`src/rtl/burst_addr_seq.sv`:
```
module burst_addr_seq #(
  parameter int AW = 2
) (
  input  logic          clk,
  input  logic          rst_n,
  input  logic          load,
  input  logic [AW-1:0] start_addr,
  input  logic          adv_n,
  input  logic          order_sel,
  output logic [AW-1:0] burst_addr
);
  logic [AW-1:0] base_q, beat_q, beat_nx;

  assign beat_nx = beat_q + 1'b1;

  always_ff @(posedge clk or negedge rst_n) begin
    if (!rst_n) begin
      base_q <= '0;
      beat_q <= '0;
    end else if (load) begin
      base_q <= start_addr;
      beat_q <= '0;
    end else if (!adv_n) begin
      beat_q <= beat_nx;
    end
  end

  assign burst_addr = order_sel ? (base_q ^ beat_q) : (base_q + beat_q);
endmodule

```
`config.mk`:
```
export PLATFORM = sky130hd
export DESIGN_NAME = burst_addr_seq
export DESIGN_NICKNAME = d
export VERILOG_FILES = /design/src/rtl/burst_addr_seq.sv
export SDC_FILE = /design/constraint.sdc
export NUM_CORES = 1
export LEC_CHECK = 0
export BUFFER_PORTS_ARGS = -buffer_cell sky130_fd_sc_hd__buf_2
export CORE_AREA = 2 2 39 41
export DETAILED_ROUTE_END_ITERATION = 16
export DIE_AREA = 0 0 41 43
export GPL_ROUTABILITY_DRIVEN = 0
export PLACE_DENSITY = 0.33
export SYNTH_ARGS = -nofsm -noshare
export SYNTH_HDL_FRONTEND = slang
export SYNTH_SLANG_ARGS = --single-unit
```
`constraint.sdc`:
```
create_clock -name clk -period 2.3 [get_ports clk]
set_input_delay 0.115 -clock clk [delete_from_list [all_inputs] [get_ports clk]]
set_output_delay 0.115 -clock clk [all_outputs]
set_load 0.01 [all_outputs]
```
# Word level (Yosys, flattened, before mapping)
# Index checks and enable logic that the tools add are counted.
# word_totals
regBits	4
input_bits	7
out_inout_bits	2
elab_cells	9
# op_classes
addsub	2
n_eq_ne	1
mux	3
bitwise_logic	1
# op_table
op	n
$mux 2	3
$add 2x1->2 const B	1
$add 2x2->2	1
$ne 2x2->1 const B	1
$xor 2x2->2	1

# Logic depth before layout (Yosys ltp)
# Gate-level depths: netlist (run 1).
# depth
depth_word	3
depth_mapped	3
mapped_depth_nobuf	3

# Least setup slack after synthesis (run 1)
# OpenSTA, ideal clock, no wires.
# synth_path
kind	register -> output
start	register base_q[0]
end	output port burst_addr[1]
arrival_ns	0.890
required_ns	2.185
slack_ns	1.295
path_stages_with_launch	4
n_path_buf	0
path_cell_list	dfrtp_1 > ha_1 > nor2b_1 > xnor2_1
# synth_between
elab_chain_cells	2
# synth_rtl
item	line	source
start, declared	12	logic [AW-1:0] base_q, beat_q, beat_nx;
start signal, assigned	21	base_q <= start_addr;
$add 2x2->2	28	assign burst_addr = order_sel ? (base_q ^ beat_q) : (base_q + beat_q);
$mux 2	28	
end, declared	10	output logic [AW-1:0] burst_addr
# Every way passes these cells.

# Worst setup path in the final report (run 1)
# layout_path
start	register beat_q[0]
end	output port burst_addr[1]
# layout_between
elab_chain_cells	2
# layout_rtl
item	line	source
start, declared	12	
start signal, assigned	24	beat_q <= beat_nx;
$add 2x2->2	28	
$mux 2	28	
# Every way passes these cells.

==> results of run 1 <==
-- per-layer routing --
layer	track usage	share of wire
met4	0.06000	0
met2	0.06563	0.55
met1	0.05519	0.36
met3	0.01571	0.090
met5	0	0
-- where the power goes --
| group | switching [mW] | internal [mW] | leakage (nW) |
|---|---|---|---|
| Combinational | 0.0160 | 0.0225 | 0.0712 |
| Sequential | 0.00413 | 0.0770 | 0.0497 |
| Clock | 0.0244 | 0.0581 | 0.0138 |
| Total | 0.0445 | 0.158 | 0.135 |
-- final cells by class --
type	count	area, um2
fillers	152	1094
well taps	16	20.02
clock buffers	3	22.52
flip-flops and latches	4	100.1
multi-input cells	11	97.59
repair buffers	9	50.05
-- flip-flops by register name, indices dropped and copies added, names as in the netlist --
register	flops
base_q	2
beat_q	2
-- kinds of logic (layout without fill, tap and decap cells) --
logic type,after synthesis,count (layout),synth area share
adder cells (fa/ha/maj),1,1,0.06328
buffers and inverters,0,12,0
XOR/XNOR,3,3,0.1329
AND/OR/NAND/NOR,5,5,0.1835
flip-flops,4,4,0.5063
multiplexers,2,2,0.1139
-- how the worst max path moves through the flow --
stage	end	slack, ns	cells after the start
after detailed placement	burst_addr[1]	1.22	4
after global routing	burst_addr[1]	0.91	4
after CTS	burst_addr[1]	0.98	4
after global placement	burst_addr[1]	1.24	4
final	burst_addr[1]	1.00	4
after floorplan	burst_addr[1]	1.30	3
-- through the flow --
step           instance area (um2)  utilization  std cells  power, mW
5_1_grt                      290.3       0.2098         43     0.2141
2_1_floorplan                197.7            -         15     0.1046
4_1_cts                      290.3       0.2098         43     0.2106
3_3_place_gp                 257.7       0.1863         39     0.1199
6_report                     290.3       0.2098         43     0.2022
3_5_place_dp                 257.7       0.1863         39     0.1208
-- worst reg2reg max path: cells and delay by family (launching register included) --
kind             cells  cell delay, ns
flip-flops           1            0.39
AND/OR/NAND/NOR      2            0.19
XOR/XNOR             1            0.12
-- cells in the final DEF, fill, tap and decap left out --
cell type / Yosys / layout
dfrtp_1: 4 / 4
clkbuf_4: 0 / 3
and2b_1: 1 / 1
xnor2_1: 3 / 3
nor2b_4: 1 / 1
dlygate4sd3_1: 0 / 1
buf_2: 0 / 8
nor2_1: 1 / 1
nor2b_1: 1 / 1
mux2_2: 2 / 2
nor3_1: 1 / 1
ha_1: 1 / 1
==> summary.md, run 1 <==
| Metric | Value |
|---|---|
| Status | `complete, no violations` |
| Worst slew pin tran | `0.1732 ns` |
| Pre-CTS setup slack | `around 1.2 ns` |
| Peak VDD IR | `roughly 190 uV` |
| TritonCTS clock tree | `done` |
| Worst hold slack | `0.09713 ns` |
| Worst stage delay on the critical path | `around 0.39 ns` |
| Number of flops mapped to enable cells by yosys | `0` |
| Area Overhead vs Synth | `46.83%` |
| Iter 0 DRT Violations | `0` |
| N_diodes | `0` |
| Hold crit path type | `input pin to register` |
| Period utilization | `0.5635` |
| Critical path class | `register to output port` |
| Crit Path Max Fanout | `3` |
| GRT Total Usage | `0.05035` |
| Critical Path, Cell by Cell | `ha_1, nor2b_1, xnor2_1, buf_2` |
| Max Clock Skew | `0.00004477 ns` |
| Vias | `around 150` |
| Min-delay src | `load` |
| CP endpoint kind | `output port` |
| Finish-stage setup viols | `0` |
| Initial antenna violation count | `0` |
| Setup crit start | `beat_q[0]` |
| Worst reg2reg path depth | `3` |
| Row count | `14` |
| Die area | `approximately 1800 um2` |
| Async SR Flop Fraction | `1.000` |
| Commonest cells in the netlist | `4 x dfrtp_1, 3 x xnor2_1, 2 x mux2_2` |
| Data arrival time of the worst path | `between 1 and 1.5 ns` |
| Worst Hold Depth | `2` |
| Final worst slack | `1.004 ns` |
| Port Buffers | `8` |
| Final net count | `37` |
| CP bufs+invs | `1` |
| R2r startpoint | `beat_q[0]` |
| Global route overflow | `0` |
| Layout cell share with drive strength beyond 1 | `0.5185` |
| First-pass GRT wire length | `between 500 and 600 um` |
| Hold Path Sink | `beat_q[1]` |
| Number of hold violations in the final report | `0` |
| RSZ-0062 raised after global routing | `no` |
| Crit path required time | `2.18 ns` |
| Io pins | `9` |
| Worst skew pair latency | `0.23 ns` |
| FF-to-FF End | `beat_q[1]` |
| Seq/Total Area, Yosys | `0.5063` |
| DR WL/cell | `7.767 um` |
| Syn avg cell area | `~13 um2` |
| ANT nets after route | `0` |
| Chip width | `a little over 40 um` |
| # hold bufs at CTS | `1` |
| Post-Syn Instances | `15` |
| Startpoint types | `register` |
| CTS sink cnt | `4` |
| Setup bufs post-CTS | `0` |
| Yosys warning total | `0` |
| Syn Nets | `23` |
| Starting Density | `0.1429` |
| Post-Route WL | `between 300 and 400 um` |
| Largest net degree at the start of global routing | `5` |
| Cell family with most CP delay | `flip-flops` |
| Largest cells by area after synthesis | `dfrtp_1 51%, xnor2_1 13%, mux2_2 11%, nor2b_4 7.0%, ha_1 6.3%` |
| Core ar. | `approximately 1400 um2` |
| CTS resizes | `0` |
| Synth cell types | `9` |
| Mapped Area | `197.7 um2` |
| Maximum clock insertion buffer count | `2` |
| H-tree Lvls | `1` |
| Max transition margin | `0.8837` |
| Area leader, netlist | `dfrtp_1` |
| Number of global-route vias before repair | `150` |
| Die H | `about 43 um` |
| Leakage | `between 0.1 and 0.15 nW` |
| Yosys reg bits | `4` |
| Primary FF master, synth | `dfrtp_1` |
| Worst-path clk slew | `roughly 0.03 ns` |
| Max Clk Rate | `just under 800 MHz` |
| Final Max Slew Viols | `0` |
| Crit path time final | `1.296 ns` |
| Power per cell area | `~700 nW/um2` |
| DR vias/cell | `3.419` |
| Worst R2R Setup Slack | `between 1 and 1.5 ns` |
| Post-synth top area share | `0.5063` |
| Maxcap violations | `0` |
| Clock Root Buffer | `clkbuf_4` |
| Setup TNS | `0 ns` |
| DRC viols | `0` |
| Most numerous cell in the Yosys netlist | `dfrtp_1` |
| Pre-antenna DRT Iters | `1` |
| Crit path max-delay cell type | `dfrtp_1` |
| TritonCTS Buffers | `3` |
Power figures use the tool's default switching activity.
==> run 2, diff against run 1 <==
Settings changed: PLACE_DENSITY 0.33 to 0.34.
Clock period 2.3 ns to 1.1 ns, I/O delays scaled along.
==> run 2 against run 1 <==
The run now ends with negative setup slack left. Sequential share of layout area is 1.8 points lower. Critical path depth unchanged. Combinational power is 140% higher. Via count stayed put. Total power up 120%. Clock-buffer cell count is the same. Largest cell class is now multi-input gates.
==> summary.md, run 2 (synthesized netlist as in run 1, its figures left out) <==
| Metric | Value |
|---|---|
| Final worst slack | `-0.1523 ns` |
| Core ar. | `about 1400 um2` |
| Worst-path clk slew | `0.03 ns` |
| Worst slew pin tran | `around 0.18 ns` |
| Crit path time final | `approximately 1.3 ns` |
| FF-to-FF End | `beat_q[1]` |
| Chip width | `41 um` |
| Number of global-route vias before repair | `approximately 160` |
| DR vias/cell | `3.419` |
| Peak VDD IR | `around 410 uV` |
| Met2 routed wirelength | `between 150 and 200 um` |
| Power per cell area | `~1400 nW/um2` |
| First-pass GRT wire length | `600 um` |
| Die area | `~1800 um2` |
| Global route overflow | `0` |
| DR WL/cell | `between 8 and 9 um` |
| Crit Path Max Fanout | `3` |
| Clock Root Buffer | `clkbuf_4` |
| TritonCTS clock tree | `done` |
| Crit path required time | `around 1.0 ns` |
| Area Overhead vs Synth | `55.06%` |
| Data arrival time of the worst path | `approximately 1.2 ns` |
| TritonCTS Buffers | `3` |
| Worst skew pair latency | `~0.23 ns` |
| Vias | `roughly 150` |
| Uppermost routed layer | `met3` |
| Largest net degree at the start of global routing | `5` |
| Setup bufs post-CTS | `0` |
| Final Max Slew Viols | `0` |
| Biggest regs | `base_q: 2 flops, beat_q: 2 flops` |
| Critical path class | `register to output port` |
| Post-route design area | `a little over 300 um2` |
| Starting Density | `0.1429` |
| Finish-stage setup viols | `2` |
| Row count | `14` |
| Number of hold violations in the final report | `0` |
| Commonest non-fill, non-tap cell in the layout | `buf_2` |
| Layout cell share with drive strength beyond 1 | `0.5926` |
| WL met3 | `~31 um` |
| Final net count | `37` |
| Worst reg2reg path depth | `3` |
| Initial antenna violation count | `0` |
| CTS sink cnt | `4` |
| Failing checks | `negative setup slack` |
| Max transition margin | `0.8767` |
| Die H | `43 um` |
| Max Clk Rate | `798.5 MHz` |
| Maximum clock insertion buffer count | `2` |
| Worst Hold Depth | `2` |
| M1 wire length | `roughly 150 um` |
| Pre-antenna DRT Iters | `1` |
| Io pins | `9` |
| Hold Path Sink | `beat_q[1]` |
| Commonest cells after routing, fill and taps aside | `7 x buf_2, 4 x dfrtp_1, 3 x xnor2_1, 3 x clkbuf_4` |
| Worst hold slack | `about 0.045 ns` |
| R2r startpoint | `beat_q[0]` |
| ANT nets after route | `0` |
| Max Clock Skew | `approximately 0.000029 ns` |
| Port Buffers | `8` |
| Post-Route WL | `~370 um` |
| Setup TNS | `-0.1536 ns` |
| CP endpoint kind | `output port` |
| Leakage | `around 0.14 nW` |
| Maxcap violations | `0` |
| Period utilization | `1.138` |
| H-tree Lvls | `1` |
| Hold crit path type | `input pin to register` |
| Fin util | `0.2215` |
| Dpl cell area | `257.7 um2` |
| Min-delay src | `load` |
| DRC viols | `0` |
| Filler cells | `between 150 and 200` |
| Iter 0 DRT Violations | `0` |
| Startpoint types | `register` |
| GRT Total Usage | `0.05539` |
| Status | `complete, but fails checks` |
| N_diodes | `0` |
| Worst R2R Setup Slack | `0.28 ns` |
| RSZ-0062 raised after global routing | `yes` |
-- run 2: cell count changes in the layout (fill, tap and decap cells not counted) --
cell / change
buf_2: -1
buf_6: +1
ha_1: -1
ha_2: +1
nor2b_1: -1
nor2b_4: +1
-- run 2: report_power, final --
group,switching [mW],internal (mW)
Combinational,0.0363,0.0582
Clock,0.0554,0.122
Sequential,0.00932,0.161
Total,0.101,0.341
-- run 2: cell type report --
class / count / area [um2] / area share
timing repair buffer: 9 / 56.30 / 0.1837
tap: 16 / 20.02 / 0.06531
sequential: 4 / 100.1 / 0.3265
clock buffer: 3 / 22.52 / 0.07347
multi-input combinational: 11 / 107.6 / 0.3510
-- run 2: critical path: stages, from the launching register on --
cell	delay [ns]
dfrtp_1	0.39
ha_2	0.19
nor2b_4	0.12
xnor2_1	0.13
buf_2	0.14
-- run 2: worst max path at each step --
stage / to / cells after the start / start
after global placement: burst_addr[1] / 4 / base_q[0]
after detailed placement: burst_addr[1] / 4 / beat_q[0]
after floorplan: burst_addr[1] / 3 / base_q[0]
after CTS: burst_addr[1] / 4 / beat_q[0]
after global routing: burst_addr[1] / 4 / beat_q[0]
final: burst_addr[1] / 4 / beat_q[0]
-- run 2: what timing repair did --
item	in CTS	in global routing
hold buffers	1	0
hold endpoints to repair	4	0
resized for setup	0	4
setup endpoints to repair	2	2
pin swaps	0	2
-- run 2: layer usage --
layer / up-vias / track usage
met5: - / 0
met4: 0 / 0.06000
met3: 0 / 0.03141
met2: 5 / 0.07813
met1: 69 / 0.04870
li1: 73 / -
-- run 2: stage by stage --
stage | worst slack, ns | power [mW] | std cells
2_1_floorplan | 0.1552 | 0.2187 | 15
3_3_place_gp | 0.1095 | 0.2506 | 39
3_5_place_dp | 0.08632 | 0.2517 | 39
4_1_cts | -0.1605 | 0.4418 | 43
5_1_grt | -0.2118 | 0.4780 | 43
6_report | -0.1523 | 0.4420 | 43
==> run 3, diff against run 2 <==
Settings changed: CORE_AREA 2 2 39 41 to 8 8 45 47, DIE_AREA 0 0 41 43 to 0 0 53 55.
==> run 3 against run 2 <==
The flow still finishes with violations (negative setup slack). Critical path depth unchanged. Global-route usage is 1.9 points lower. Register-to-register slack about the same. Flip-flop and latch count stayed put. Clock power up 2%. Via count is 1.4% higher. Final cell count is the same.
==> summary.md, run 3 (synthesized netlist as in run 1, its figures left out) <==
| Metric | Value |
|---|---|
| Status | `complete, but fails checks` |
| Failing checks | `negative setup slack` |
| Worst hold slack | `about 0.038 ns` |
| Pre-CTS setup slack | `between 0.07 and 0.08 ns` |
| Clock Root Buffer | `clkbuf_4` |
| Final net count | `37` |
| Clk pwr share | `0.405` |
| Startpoint types | `register` |
| Io pins | `9` |
| Crit Path Max Fanout | `3` |
| FF-to-FF End | `beat_q[1]` |
| H-tree Lvls | `1` |
| Layout cell share with drive strength beyond 1 | `0.5926` |
| RSZ-0062 raised after global routing | `yes` |
| Worst R2R Setup Slack | `between 0.2 and 0.3 ns` |
| R2r startpoint | `beat_q[0]` |
| Critical Path, Cell by Cell | `ha_2, nor2b_4, xnor2_1, buf_2` |
| N_diodes | `0` |
| Crit path required time | `~1.0 ns` |
| Maxcap violations | `0` |
| Data arrival time of the worst path | `roughly 1.2 ns` |
| Starting Density | `0.1429` |
| Number of global-route vias before repair | `about 180` |
| DR vias/cell | `3.465` |
| Final Max Slew Viols | `0` |
| Finish-stage setup viols | `2` |
| Die area | `2915 um2` |
| Initial antenna violation count | `0` |
| Hold Path Sink | `beat_q[1]` |
| Largest net degree at the start of global routing | `5` |
| Leakage | `between 0.1 and 0.15 nW` |
| Vias | `between 100 and 150` |
| Min-delay src | `load` |
| Max transition margin | `0.8713` |
| Fin util | `0.2215` |
| Worst Hold Depth | `2` |
| Pre-antenna DRT Iters | `2` |
| Worst slew pin tran | `between 0.15 and 0.2 ns` |
| Peak VDD IR | `around 440 uV` |
| Critical path class | `register to output port` |
| Internal power | `0.3414 mW` |
| Final worst slack | `-0.1249 ns` |
| Switching Share | `0.2367` |
| GRT Total Usage | `0.03614` |
| Die H | `about 55 um` |
| DR WL/cell | `between 10 and 15 um` |
| Power Total | `~0.45 mW` |
| Post-Route WL | `between 400 and 500 um` |
| Max Clk Rate | `between 800 and 900 MHz` |
| Comb power frac | `0.216` |
| Crit path max-delay cell type | `dfrtp_1` |
| ANT nets after route | `0` |
| Chip width | `between 50 and 60 um` |
| Power per cell area | `between 1000 and 1500 nW/um2` |
| Worst skew pair latency | `0.23 ns` |
| CTS sink cnt | `4` |
| DRC viols | `0` |
| Period utilization | `1.114` |
| Maximum clock insertion buffer count | `2` |
| Area Overhead vs Synth | `55.06%` |
| Worst stage delay on the critical path | `0.39 ns` |
| Port Buffers | `8` |
| Number of hold violations in the final report | `0` |
| Hold crit path type | `input pin to register` |
| Max Clock Skew | `between 0.00006 and 0.00007 ns` |
| Biggest regs | `base_q: 2 flops, beat_q: 2 flops` |
| Net switching power | `between 0.1 and 0.15 mW` |
| Iter 0 DRT Violations | `1` |
| Setup crit start | `beat_q[0]` |
| Core ar. | `1384 um2` |
| Commonest non-fill, non-tap cell in the layout | `buf_2` |
| Worst-path clk slew | `roughly 0.04 ns` |
| Worst reg2reg path depth | `3` |
| Global route overflow | `0` |
| Seq pwr share | `0.379` |
| Crit path time final | `about 1.2 ns` |
| CP endpoint kind | `output port` |
| TritonCTS Buffers | `3` |
| Commonest cells after routing, fill and taps aside | `7 x buf_2, 4 x dfrtp_1, 3 x xnor2_1, 3 x clkbuf_4` |
| TritonCTS clock tree | `done` |
| First-pass GRT wire length | `around 720 um` |
| Row count | `14` |
==> run 3: how the worst max path moves through the flow <==
stage,end
2_1_floorplan,burst_addr[1]
3_3_place_gp,burst_addr[1]
3_5_place_dp,burst_addr[1]
4_1_cts,burst_addr[1]
5_1_grt,burst_addr[1]
6_report,burst_addr[1]
==> run 3: layout make-up <==
| type | count | area, um2 |
|---|---|---|
| clock buffers | 3 | 22.52 |
| multi-input cells | 11 | 107.6 |
| fillers | 155 | 1077 |
| well taps | 16 | 20.02 |
| repair buffers | 9 | 56.30 |
| flip-flops and latches | 4 | 100.1 |
==> run 3: per-layer routing <==
layer  global-route usage  vias up  share of wire
li1                     -       74              -
met3              0.02139        0          0.094
met4              0.03879        0              0
met5                    0        -              0
met2              0.05078        5           0.53
met1              0.03517       70           0.38
==> run 3: worst max-delay path, delay by kind of cell (launching register included) <==
family,cells,cell delay [ns]
AND/OR/NAND/NOR,1,0.12
XOR/XNOR,1,0.11
adder cells (fa/ha/maj),1,0.18
buffers and inverters,1,0.15
flip-flops,1,0.39
==> run 3: timing repair <==
item / CTS / global route
buffers inserted: 0 / 0
hold buffers: 1 / 0
setup endpoints to repair: 2 / 2
hold endpoints to repair: 4 / 0
pin swaps: 2 / 2
resized for setup: 4 / 0
==> run 3: power groups by stage <==
stage	Sequential [mW]	Combinational, mW	Clock [mW]
after floorplan	0.170	0.0489	0
after global placement	0.172	0.0802	0
after detailed placement	0.172	0.0815	0
after CTS	0.170	0.0987	0.198
after global routing	0.171	0.106	0.203
final	0.170	0.0965	0.181
==> run 3: through the flow <==
step                cell area [um2]  std cells  TNS, ns
global route                  306.5         43  -0.2203
CTS                           306.5         43  -0.1895
global placement              257.7         39        0
floorplan                     197.7         15        0
finish                        306.5         43  -0.1250
detailed placement            257.7         39        0
